[src/rtl/irq_pkg.sv]
package irq_pkg;

  typedef enum logic {
    TRIG_LEVEL = 1'b0,
    TRIG_EDGE  = 1'b1
  } trig_e;

  typedef struct packed {
    logic frc;
    logic clr;
  } swcmd_t;

endpackage

[src/rtl/irq_rst_sync.sv]
module irq_rst_sync (
  input  logic clk_i,
  input  logic rst_ni,
  output logic rst_sync_no
);

  logic [1:0] stage_q;
  logic [1:0] stage_d;

  always_comb begin
    stage_d = {stage_q[0], 1'b1};
  end

  always_ff @(posedge clk_i or negedge rst_ni) begin
    if (!rst_ni) begin
      stage_q <= 2'b00;
    end else begin
      stage_q <= stage_d;
    end
  end

  assign rst_sync_no = stage_q[1];

endmodule

[src/rtl/irq_sync.sv]
module irq_sync #(
  parameter int W      = 8,
  parameter int STAGES = 2
) (
  input  logic         clk_i,
  input  logic         rst_ni,
  input  logic [W-1:0] async_i,
  output logic [W-1:0] sync_o
);

  logic [STAGES-1:0][W-1:0] chain_q;
  logic [STAGES-1:0][W-1:0] chain_d;

  generate
    if (STAGES == 1) begin : g_one
      always_comb chain_d = async_i;
    end else begin : g_many
      always_comb chain_d = {chain_q[STAGES-2:0], async_i};
    end
  endgenerate

  always_ff @(posedge clk_i or negedge rst_ni) begin
    if (!rst_ni) begin
      chain_q <= '0;
    end else begin
      chain_q <= chain_d;
    end
  end

  assign sync_o = chain_q[STAGES-1];

endmodule

[src/rtl/irq_swreg.sv]
module irq_swreg #(
  parameter int           W        = 8,
  parameter logic [W-1:0] HOST_SRC = '0
) (
  input  logic         clk_i,
  input  logic         rst_ni,
  input  logic         wr_i,
  input  logic [W-1:0] force_i,
  input  logic [W-1:0] clear_i,
  output logic [W-1:0] frc_o,
  output logic [W-1:0] clr_o
);

  logic [W-1:0] frc_q, frc_d;
  logic [W-1:0] clr_q, clr_d;
  logic         upd_en;

  always_comb begin
    upd_en = wr_i | (|frc_q) | (|clr_q);
    if (wr_i) begin
      frc_d = force_i & ~clear_i & ~HOST_SRC;
      clr_d = clear_i & ~HOST_SRC;
    end else begin
      frc_d = '0;
      clr_d = '0;
    end
  end

  always_ff @(posedge clk_i or negedge rst_ni) begin
    if (!rst_ni) begin
      frc_q <= '0;
      clr_q <= '0;
    end else if (upd_en) begin
      frc_q <= frc_d;
      clr_q <= clr_d;
    end
  end

  assign frc_o = frc_q;
  assign clr_o = clr_q;

  AST_CMD_EXCLUSIVE: assert property (@(posedge clk_i) disable iff (!rst_ni)
    (frc_q & clr_q) == '0);

  AST_HOST_NO_CMD: assert property (@(posedge clk_i) disable iff (!rst_ni)
    wr_i |=> ((frc_q | clr_q) & HOST_SRC) == '0);

endmodule

[src/rtl/irq_pend_cell.sv]
module irq_pend_cell
  import irq_pkg::*;
#(
  parameter bit IS_HOST     = 1'b0,
  parameter bit IS_INTERNAL = 1'b0
) (
  input  logic   clk_i,
  input  logic   rst_ni,
  input  logic   line_i,
  input  trig_e  trig_i,
  input  logic   mask_i,
  input  swcmd_t cmd_i,
  input  logic   ack_i,
  output logic   pending_o,
  output logic   req_o
);

  logic prev_q, prev_d;
  logic pend_q, pend_d;
  logic pend_en;
  logic edge_on;
  logic rise;
  logic frc_ok;
  logic clr_ok;

  always_comb begin
    edge_on = IS_INTERNAL ? 1'b1 : (trig_i == TRIG_EDGE);
    rise    = line_i & ~prev_q;
    frc_ok  = cmd_i.frc & edge_on;
    clr_ok  = cmd_i.clr & edge_on;
    prev_d  = line_i;
    if (!edge_on) begin
      pend_d = 1'b0;
    end else if (clr_ok) begin
      pend_d = 1'b0;
    end else if (rise || frc_ok) begin
      pend_d = 1'b1;
    end else if (ack_i) begin
      pend_d = 1'b0;
    end else begin
      pend_d = pend_q;
    end
    pend_en = (pend_d != pend_q);
  end

  always_ff @(posedge clk_i or negedge rst_ni) begin
    if (!rst_ni) begin
      prev_q <= 1'b0;
    end else begin
      prev_q <= prev_d;
    end
  end

  always_ff @(posedge clk_i or negedge rst_ni) begin
    if (!rst_ni) begin
      pend_q <= 1'b0;
    end else if (pend_en) begin
      pend_q <= pend_d;
    end
  end

  assign pending_o = edge_on ? pend_q : line_i;
  assign req_o     = pending_o & ~mask_i;

  AST_CLEAR_WINS: assert property (@(posedge clk_i) disable iff (!rst_ni)
    clr_ok |=> !pend_q);

  AST_ACK_DROPS: assert property (@(posedge clk_i) disable iff (!rst_ni)
    (ack_i && !rise && !frc_ok) |=> !pend_q);

  AST_LEVEL_NO_LATCH: assert property (@(posedge clk_i) disable iff (!rst_ni)
    !edge_on |=> !pend_q);

  AST_MASK_KEEPS: assert property (@(posedge clk_i) disable iff (!rst_ni)
    (mask_i && pend_q && edge_on && !ack_i && !clr_ok) |=> pend_q);

  generate
    if (IS_HOST) begin : g_host
      AST_HOST_FROZEN: assert property (@(posedge clk_i) disable iff (!rst_ni)
        (edge_on && !rise && !ack_i) |=> $stable(pend_q));
    end
  endgenerate

endmodule

[src/rtl/irq_pend_ctrl.sv]
module irq_pend_ctrl
  import irq_pkg::*;
#(
  parameter int                 NUM_SRC      = 8,
  parameter int                 SYNC_STAGES  = 2,
  parameter logic [NUM_SRC-1:0] HOST_SRC     = 8'b1000_0000,
  parameter logic [NUM_SRC-1:0] INTERNAL_SRC = 8'b0110_0000
) (
  input  logic               clk_i,
  input  logic               rst_ni,
  input  logic [NUM_SRC-1:0] irq_line_i,
  input  logic [NUM_SRC-1:0] trig_edge_i,
  input  logic [NUM_SRC-1:0] irq_mask_i,
  input  logic               cfg_wr_i,
  input  logic [NUM_SRC-1:0] cfg_force_i,
  input  logic [NUM_SRC-1:0] cfg_clear_i,
  input  logic [NUM_SRC-1:0] svc_ack_i,
  output logic [NUM_SRC-1:0] pending_o,
  output logic [NUM_SRC-1:0] req_o
);

  logic               rst_n;
  logic [NUM_SRC-1:0] line_sync;
  logic [NUM_SRC-1:0] frc_q;
  logic [NUM_SRC-1:0] clr_q;

  irq_rst_sync u_rst (
    .clk_i       (clk_i),
    .rst_ni      (rst_ni),
    .rst_sync_no (rst_n)
  );

  irq_sync #(
    .W      (NUM_SRC),
    .STAGES (SYNC_STAGES)
  ) u_sync (
    .clk_i   (clk_i),
    .rst_ni  (rst_n),
    .async_i (irq_line_i),
    .sync_o  (line_sync)
  );

  irq_swreg #(
    .W        (NUM_SRC),
    .HOST_SRC (HOST_SRC)
  ) u_swreg (
    .clk_i   (clk_i),
    .rst_ni  (rst_n),
    .wr_i    (cfg_wr_i),
    .force_i (cfg_force_i),
    .clear_i (cfg_clear_i),
    .frc_o   (frc_q),
    .clr_o   (clr_q)
  );

  generate
    for (genvar i = 0; i < NUM_SRC; i++) begin : g_src
      swcmd_t cmd;
      trig_e  trig;
      assign cmd.frc = frc_q[i];
      assign cmd.clr = clr_q[i];
      assign trig    = trig_edge_i[i] ? TRIG_EDGE : TRIG_LEVEL;

      irq_pend_cell #(
        .IS_HOST     (HOST_SRC[i]),
        .IS_INTERNAL (INTERNAL_SRC[i])
      ) u_cell (
        .clk_i     (clk_i),
        .rst_ni    (rst_n),
        .line_i    (line_sync[i]),
        .trig_i    (trig),
        .mask_i    (irq_mask_i[i]),
        .cmd_i     (cmd),
        .ack_i     (svc_ack_i[i]),
        .pending_o (pending_o[i]),
        .req_o     (req_o[i])
      );
    end
  endgenerate

  AST_RESET_QUIET: assert property (@(posedge clk_i)
    !rst_n |-> (req_o & ~irq_line_i & ~line_sync) == '0);

  AST_FORCE_DELAYED: assert property (@(posedge clk_i) disable iff (!rst_n)
    (cfg_wr_i && (frc_q == '0) && (clr_q == '0) && (svc_ack_i == '0)
     && (cfg_force_i != '0)) |=> (frc_q != '0) || (cfg_force_i & ~cfg_clear_i & ~HOST_SRC) == '0 || $past(cfg_force_i & ~cfg_clear_i & ~HOST_SRC) == '0);

endmodule

[config.mk]
export PLATFORM = sky130hd
export DESIGN_NAME = irq_pend_ctrl
export DESIGN_NICKNAME = d
export VERILOG_FILES = /design/src/rtl/irq_pkg.sv /design/src/rtl/irq_rst_sync.sv /design/src/rtl/irq_sync.sv /design/src/rtl/irq_swreg.sv /design/src/rtl/irq_pend_cell.sv /design/src/rtl/irq_pend_ctrl.sv
export SDC_FILE = /design/constraint.sdc
export NUM_CORES = 1
export LEC_CHECK = 0
export BUFFER_PORTS_ARGS = -buffer_cell sky130_fd_sc_hd__clkbuf_2
export CAP_MARGIN = 20
export CORE_MARGIN = 2
export CORE_UTILIZATION = 43
export DETAILED_ROUTE_END_ITERATION = 8
export PLACE_DENSITY = 0.79
export SETUP_SLACK_MARGIN = 0.1
export SYNTH_ARGS = -nofsm -noshare
export SYNTH_HDL_FRONTEND = slang
export SYNTH_SLANG_ARGS = --single-unit
export TNS_END_PERCENT = 5
[constraint.sdc]
create_clock -name clk_i -period 1.7 [get_ports clk_i]
set_clock_uncertainty 0.15 [all_clocks]
set_input_delay 0.17 -clock clk_i [delete_from_list [all_inputs] [get_ports clk_i]]
set_output_delay 0.17 -clock clk_i [all_outputs]
set_load 0.02 [all_outputs]
After elaboration in Yosys (flattened, before gate mapping)
Index checks and enable logic that the tools add are counted.
Storage, ports and cells
  input port bits: 51
  output and inout bits: 16
  bits in registers: 50
  word-level logic and storage cells: 131
Operators by class
  bitwise gates (word level): 48
  reductions and logical operators: 10
  equality and inequality tests: 8
  muxes and demuxes: 44
Operator list (count)
  $mux 1: 42
  $and 1x1->1: 28
  $not 1->1: 16
  $reduce_or 8->1: 2
  $mux 7: 2
  $logic_or 1x1->1: 8
  $ne 1x1->1: 8
  $and 7x7->7: 1
  $not 7->7: 1
  $or 1x1->1: 2

Longest topological paths before layout
  word-level depth: 7
  depth in mapped cells: 3
  depth with buffers taken out: 2

Cells and area by module
From an unflattened synthesis, not the netlist that was laid out.
Second synthesis, totals
  cell total of the unflattened synthesis: 113
  area, all modules: 1740.4 um2
By module, submodules not included
  irq_pend_cell at g_src[0].u_cell ...: cells an instance 8, seq. area each 50.0 um2, area an instance 105.1 um2, times used 6
  irq_swreg: cells an instance 32, seq. area each 350.3 um2, area an instance 498.0 um2, times used 1
  irq_sync: cells an instance 16, seq. area each 400.4 um2, area an instance 400.4 um2, times used 1
  irq_pend_cell at g_src[5].u_cell ...: cells an instance 7, seq. area each 50.0 um2, area an instance 78.8 um2, times used 2
  irq_rst_sync: cells an instance 3, seq. area each 50.0 um2, area an instance 53.8 um2, times used 1

Worst setup path before layout
OpenSTA, ideal clock, no wires.
  path kind: register -> output
  start point: reg u_sync.chain_q, in the netlist u_sync.sync_o[7]
  end point: out req_o[7]
  stages on the path, launching flop included: 4
  arrival time: 0.891 ns
  data required time: 1.380 ns
  setup slack: 0.489 ns
  path buffers: 1
  path through: dfrtp_1 -> mux2_4 -> nor2b_4 -> buf_4
On the way
  cells in the longest elaborated chain, start to end: 2
Ends and longest elaborated chain
  from (decl): RTL line irq_sync.sv:11  | logic [STAGES-1:0][W-1:0] chain_q;
  from (signal assigned): RTL line irq_sync.sv:26  | chain_q <= chain_d;
  $mux 1: RTL line irq_pend_cell.sv:62  | assign pending_o = edge_on ? pend_q : line_i;
  named net g_src[7].u_cell.pending_o: RTL line irq_pend_cell.sv:14  | output logic pending_o,
  $and 1x1->1: RTL line irq_pend_cell.sv:63  | assign req_o = pending_o & ~mask_i;
  to (decl): RTL line irq_pend_ctrl.sv:19  | output logic [NUM_SRC-1:0] req_o
The timed path passes the listed nets, and every way through them passes these cells.

Final worst setup path
  start point: in svc_ack_i[7]
  end point: reg g_src[7].u_cell.pend_q
On the way
  cells in the longest elaborated chain, start to end: 5
Ends and longest elaborated chain
  from (decl): RTL line irq_pend_ctrl.sv:17  | input logic [NUM_SRC-1:0] svc_ack_i,
  $mux 1 *: RTL line irq_pend_cell.sv:38  | end else if (ack_i) begin
  $mux 1 *: RTL line irq_pend_cell.sv:36  | end else if (rise || frc_ok) begin
  $mux 1 *: RTL line irq_pend_cell.sv:34  | end else if (clr_ok) begin
  $mux 1 *: RTL line irq_pend_cell.sv:32  | if (!edge_on) begin
  $ne 1x1->1: RTL line irq_pend_cell.sv:43  | pend_en = (pend_d != pend_q);
  to (signal assigned): RTL line irq_pend_cell.sv:58  | pend_q <= pend_d;
  to (decl): RTL line irq_pend_cell.sv:19  | logic pend_q, pend_d;
Mark *: on every way between the ends. The rest lies on a longest branch, timed or not.
A chain may end at the register's enable or synchronous reset.

==> flow_metrics.env <==
export IMPL_core_area_mm2=0.00403
export IMPL_hpwl_mm=2.03
export IMPL_seq_area_frac_synth=0.661
export IMPL_tritoncts_clock_tree="yes"
export IMPL_layout_min_cycle_time_ns=1.57
export IMPL_cts_reportedPaths_clkPinSlew_ns=0.08
export IMPL_utilization=0.623
export IMPL_critical_path_max_stage_delay_ns=0.56
export IMPL_hold_slack_ns=0.00451
export IMPL_sequential_cell_area_mm2=0.00120
export IMPL_cts_buffers_inserted=5
export IMPL_timing_final_setup_violations=0
export IMPL_clock_sinks=48
export IMPL_setup_worst_path_end="g_src[7].u_cell.pend_q"
export IMPL_ant_nets=0
export IMPL_starting_density=0.451
export IMPL_grt_max_degree=35
export IMPL_power_ir_vdd_worst_uv=686
export IMPL_p_per_area_mw_per_mm2=916
export IMPL_synth_yosys_warnings=0
export IMPL_grt_overflow_total=0
export IMPL_post_synthesis_instance_area_mm2=0.00182
export IMPL_synth_cells=125
export IMPL_die_width_um=69
export IMPL_grt_pass1_wl_mm=5.13
export IMPL_top_usage_layer="met2"
export IMPL_syn_avg_cell_area_um2=14.5
export IMPL_cts_root_buffer_cell="sky130_fd_sc_hd__clkbuf_8"
export IMPL_worst_r2r_setup_slack_ns=0.25
export IMPL_timing_critical_path_from="svc_ack_i[7]"
export IMPL_pwr_share_seq=0.534
export IMPL_most_common_cell_after_layout_fill_and_taps_aside="sky130_fd_sc_hd__clkbuf_2"
export IMPL_cts_htree_levels=2
export IMPL_synth_net_count=176
export IMPL_clkPwrFrac=0.341
export IMPL_areaGrowthSynthToFinish_pct=38.2
export IMPL_ys_seq_elements=48
export IMPL_dp_cells=221
export IMPL_switchingPower_mw=0.497
export IMPL_worstReg2RegEnd="g_src[7].u_cell.pend_q"
export IMPL_met3_usage_grt=0.0468
export IMPL_post_drt_wl_per_cell_um=11.6
export IMPL_crit_path_max_fanout=1
export IMPL_setup_tns_final_ns=0
export IMPL_synthDistinctLibCells=14
export IMPL_vias_per_cell=4.28
export IMPL_reg2reg_launch_point="u_sync.sync_o[7]"
export IMPL_cts_path_max_buffers=2
export IMPL_gr_usage_all_layers=0.139
export IMPL_final_max_slew_viol_count=0
export IMPL_min_delay_path_class="flip-flop to async pin"
export IMPL_combinationalPowerShare=0.125
export IMPL_final_hold_violation_count=0
export IMPL_p_int_mw=1.80
export IMPL_capturing_element_type_of_the_critical_path="flip-flop"
export IMPL_power_share_switching=0.216
export IMPL_synth_largest_area_cell="sky130_fd_sc_hd__dfrtp_1"
export IMPL_static_leakage_power_nw=1.30
export IMPL_first_global_vias=1182
export IMPL_drt_drc_violations_left=0
export IMPL_drive_above_1_share=0.398
export IMPL_top_level_ports=67
export IMPL_die_area_mm2=0.00476
export IMPL_dieHeight_um=69
export IMPL_nets=261
export IMPL_fmax_mhz=637
export IMPL_area_used_by_multi_input_combinational_logic_um2=464
export IMPL_antenna_found_initial=0
export IMPL_arrival_time_reported_for_the_critical_path_endpoint_ns=1.65
export IMPL_most_common_cell_type_on_the_critical_path="sky130_fd_sc_hd__dlygate4sd3_1"
export IMPL_critical_path_cell_list="dlygate4sd3_1, clkbuf_2, nand2b_1, a21boi_1, dlygate4sd3_1"
export IMPL_grt_setup_unrepaired="yes"
export IMPL_globalplace_congestion=0.720
export IMPL_route_vias_total=1116
export IMPL_cp_data_required_time_ns=1.78
export IMPL_power_total_mw=2.30
export IMPL_numPortBuffers=62
export IMPL_timing_critical_path_from_type="input pin"
export IMPL_fillerInstances=313
export IMPL_layout_common_cells="62 x sky130_fd_sc_hd__clkbuf_2, 47 x sky130_fd_sc_hd__dfrtp_1, 31 x sky130_fd_sc_hd__dlygate4sd3_1"
export IMPL_netlist_top_cells_area="sky130_fd_sc_hd__dfrtp_1 66%, sky130_fd_sc_hd__buf_4 6.6%, sky130_fd_sc_hd__mux2_4 5.0%"
export IMPL_path_class="input pin to flip-flop"
export IMPL_finalCritPeriodShare=0.923
export IMPL_outcome="completed"
export IMPL_grtUsageMet1=0.152
export IMPL_max_cap_viol_count=0
export IMPL_cpMaxStageDelayCell="sky130_fd_sc_hd__dlygate4sd3_1"
export IMPL_num_rows=23
export IMPL_ff2ff_path_depth=4
export IMPL_clock_latency_reported_for_the_late_side_of_the_worst_skew_pair_ns=0.29
export IMPL_grt_use_met2=0.243
export IMPL_synthDominantCellAreaShare=0.661
export IMPL_cts_repair_resized=0
export IMPL_finish_cell_count_without_fillers=261
export IMPL_wirelength_mm=3.04
export IMPL_drc_violation_total_after_the_first_tritonroute_iteration=32
export IMPL_antennaDiodeCount=0
export IMPL_drt_first_pass_iters=3
[area by class of cell]
type	count	area share
Sequential cell	48	0.479
Multi-Input combinational cell	53	0.185
Inverter	7	0.0105
Tap cell	50	0.0249
Clock buffer	6	0.0289
Clock inverter	2	0.0140
Timing Repair Buffer	95	0.258
[worst min-delay path by stage]
stage	endpoint	slack, ns
6_report	g_src[3].u_cell.prev_q	0.005
5_1_grt	g_src[3].u_cell.prev_q	0.03
4_1_cts	g_src[6].u_cell.pending_o	0.003
3_5_place_dp	u_rst.stage_q[0]	-0.19
3_3_place_gp	u_rst.stage_q[0]	-0.19
2_1_floorplan	u_rst.stage_q[0]	-0.28
[power by group through the flow]
stage	Sequential (mW)	Combinational, mW	Clock (mW)
floorplan	1.25	0.158	0
global placement	1.25	0.228	0
detailed placement	1.25	0.232	0
CTS	1.23	0.288	0.806
global route	1.24	0.314	0.856
finish	1.23	0.288	0.785
[layer usage]
| layer | vias to the layer above | wire [um] |
|---|---|---|
| li1 | 555 | - |
| met4 | 0 | 76 |
| met2 | 38 | 1580 |
| met3 | 7 | 179 |
| met1 | 516 | 1210 |
| met5 | - | 0 |
[cells in the mapped netlist]
cell and number:
sky130_fd_sc_hd__and3b_1 7, sky130_fd_sc_hd__buf_4 16, sky130_fd_sc_hd__conb_1 1, sky130_fd_sc_hd__nor2b_1 12, sky130_fd_sc_hd__clkbuf_2 1, sky130_fd_sc_hd__dfrtp_1 48, sky130_fd_sc_hd__inv_1 7, sky130_fd_sc_hd__mux2_4 6
sky130_fd_sc_hd__nor2b_4 6, sky130_fd_sc_hd__o311a_1 5, sky130_fd_sc_hd__and2_1 7, sky130_fd_sc_hd__a31oi_1 2, sky130_fd_sc_hd__nand2b_1 6, sky130_fd_sc_hd__a21boi_1 1
[kinds of logic after synthesis]
logic type             after synthesis  share of synthesized area
DFF                                 48                      0.661
and+or+nand+nor                     38                      0.165
buffers and inverters               24                     0.0833
AOI/OAI and AO/OA                    8                     0.0386
muxes                                6                     0.0496
other                                1                    0.00206
[worst max-delay path, delay by kind of cell]
kind	cells	cell delay, ns
buf+inv	3	1.22
compound gates	1	0.14
simple gates	1	0.12
[registers in the layout (all words and copies together), names as in the netlist]
signal,count
u_sync.sync_o,8
g_src.u_cell.prev_q,8
u_swreg.frc_o,7
g_src.u_cell.pend_q,6
u_rst.stage_q,2
g_src.u_cell.pending_o,2
u_sync.chain_d,8
u_swreg.clr_o,7
[metrics by stage]
step                worst slack [ns]  cell area [um^2]
floorplan                      0.115              1820
finish                         0.130              2510
detailed placement             0.452              2090
global placement               0.464              2090
CTS                            0.124              2500
global route                  0.0979              2510
[repair_timing]
action | CTS | global route
hold buffers | 31 | 0
endpoints found under the setup margin | 0 | 3
buffers inserted | 0 | 1
hold endpoints to repair | 31 | 0
Note: power is estimated with default switching activity, not from simulation.
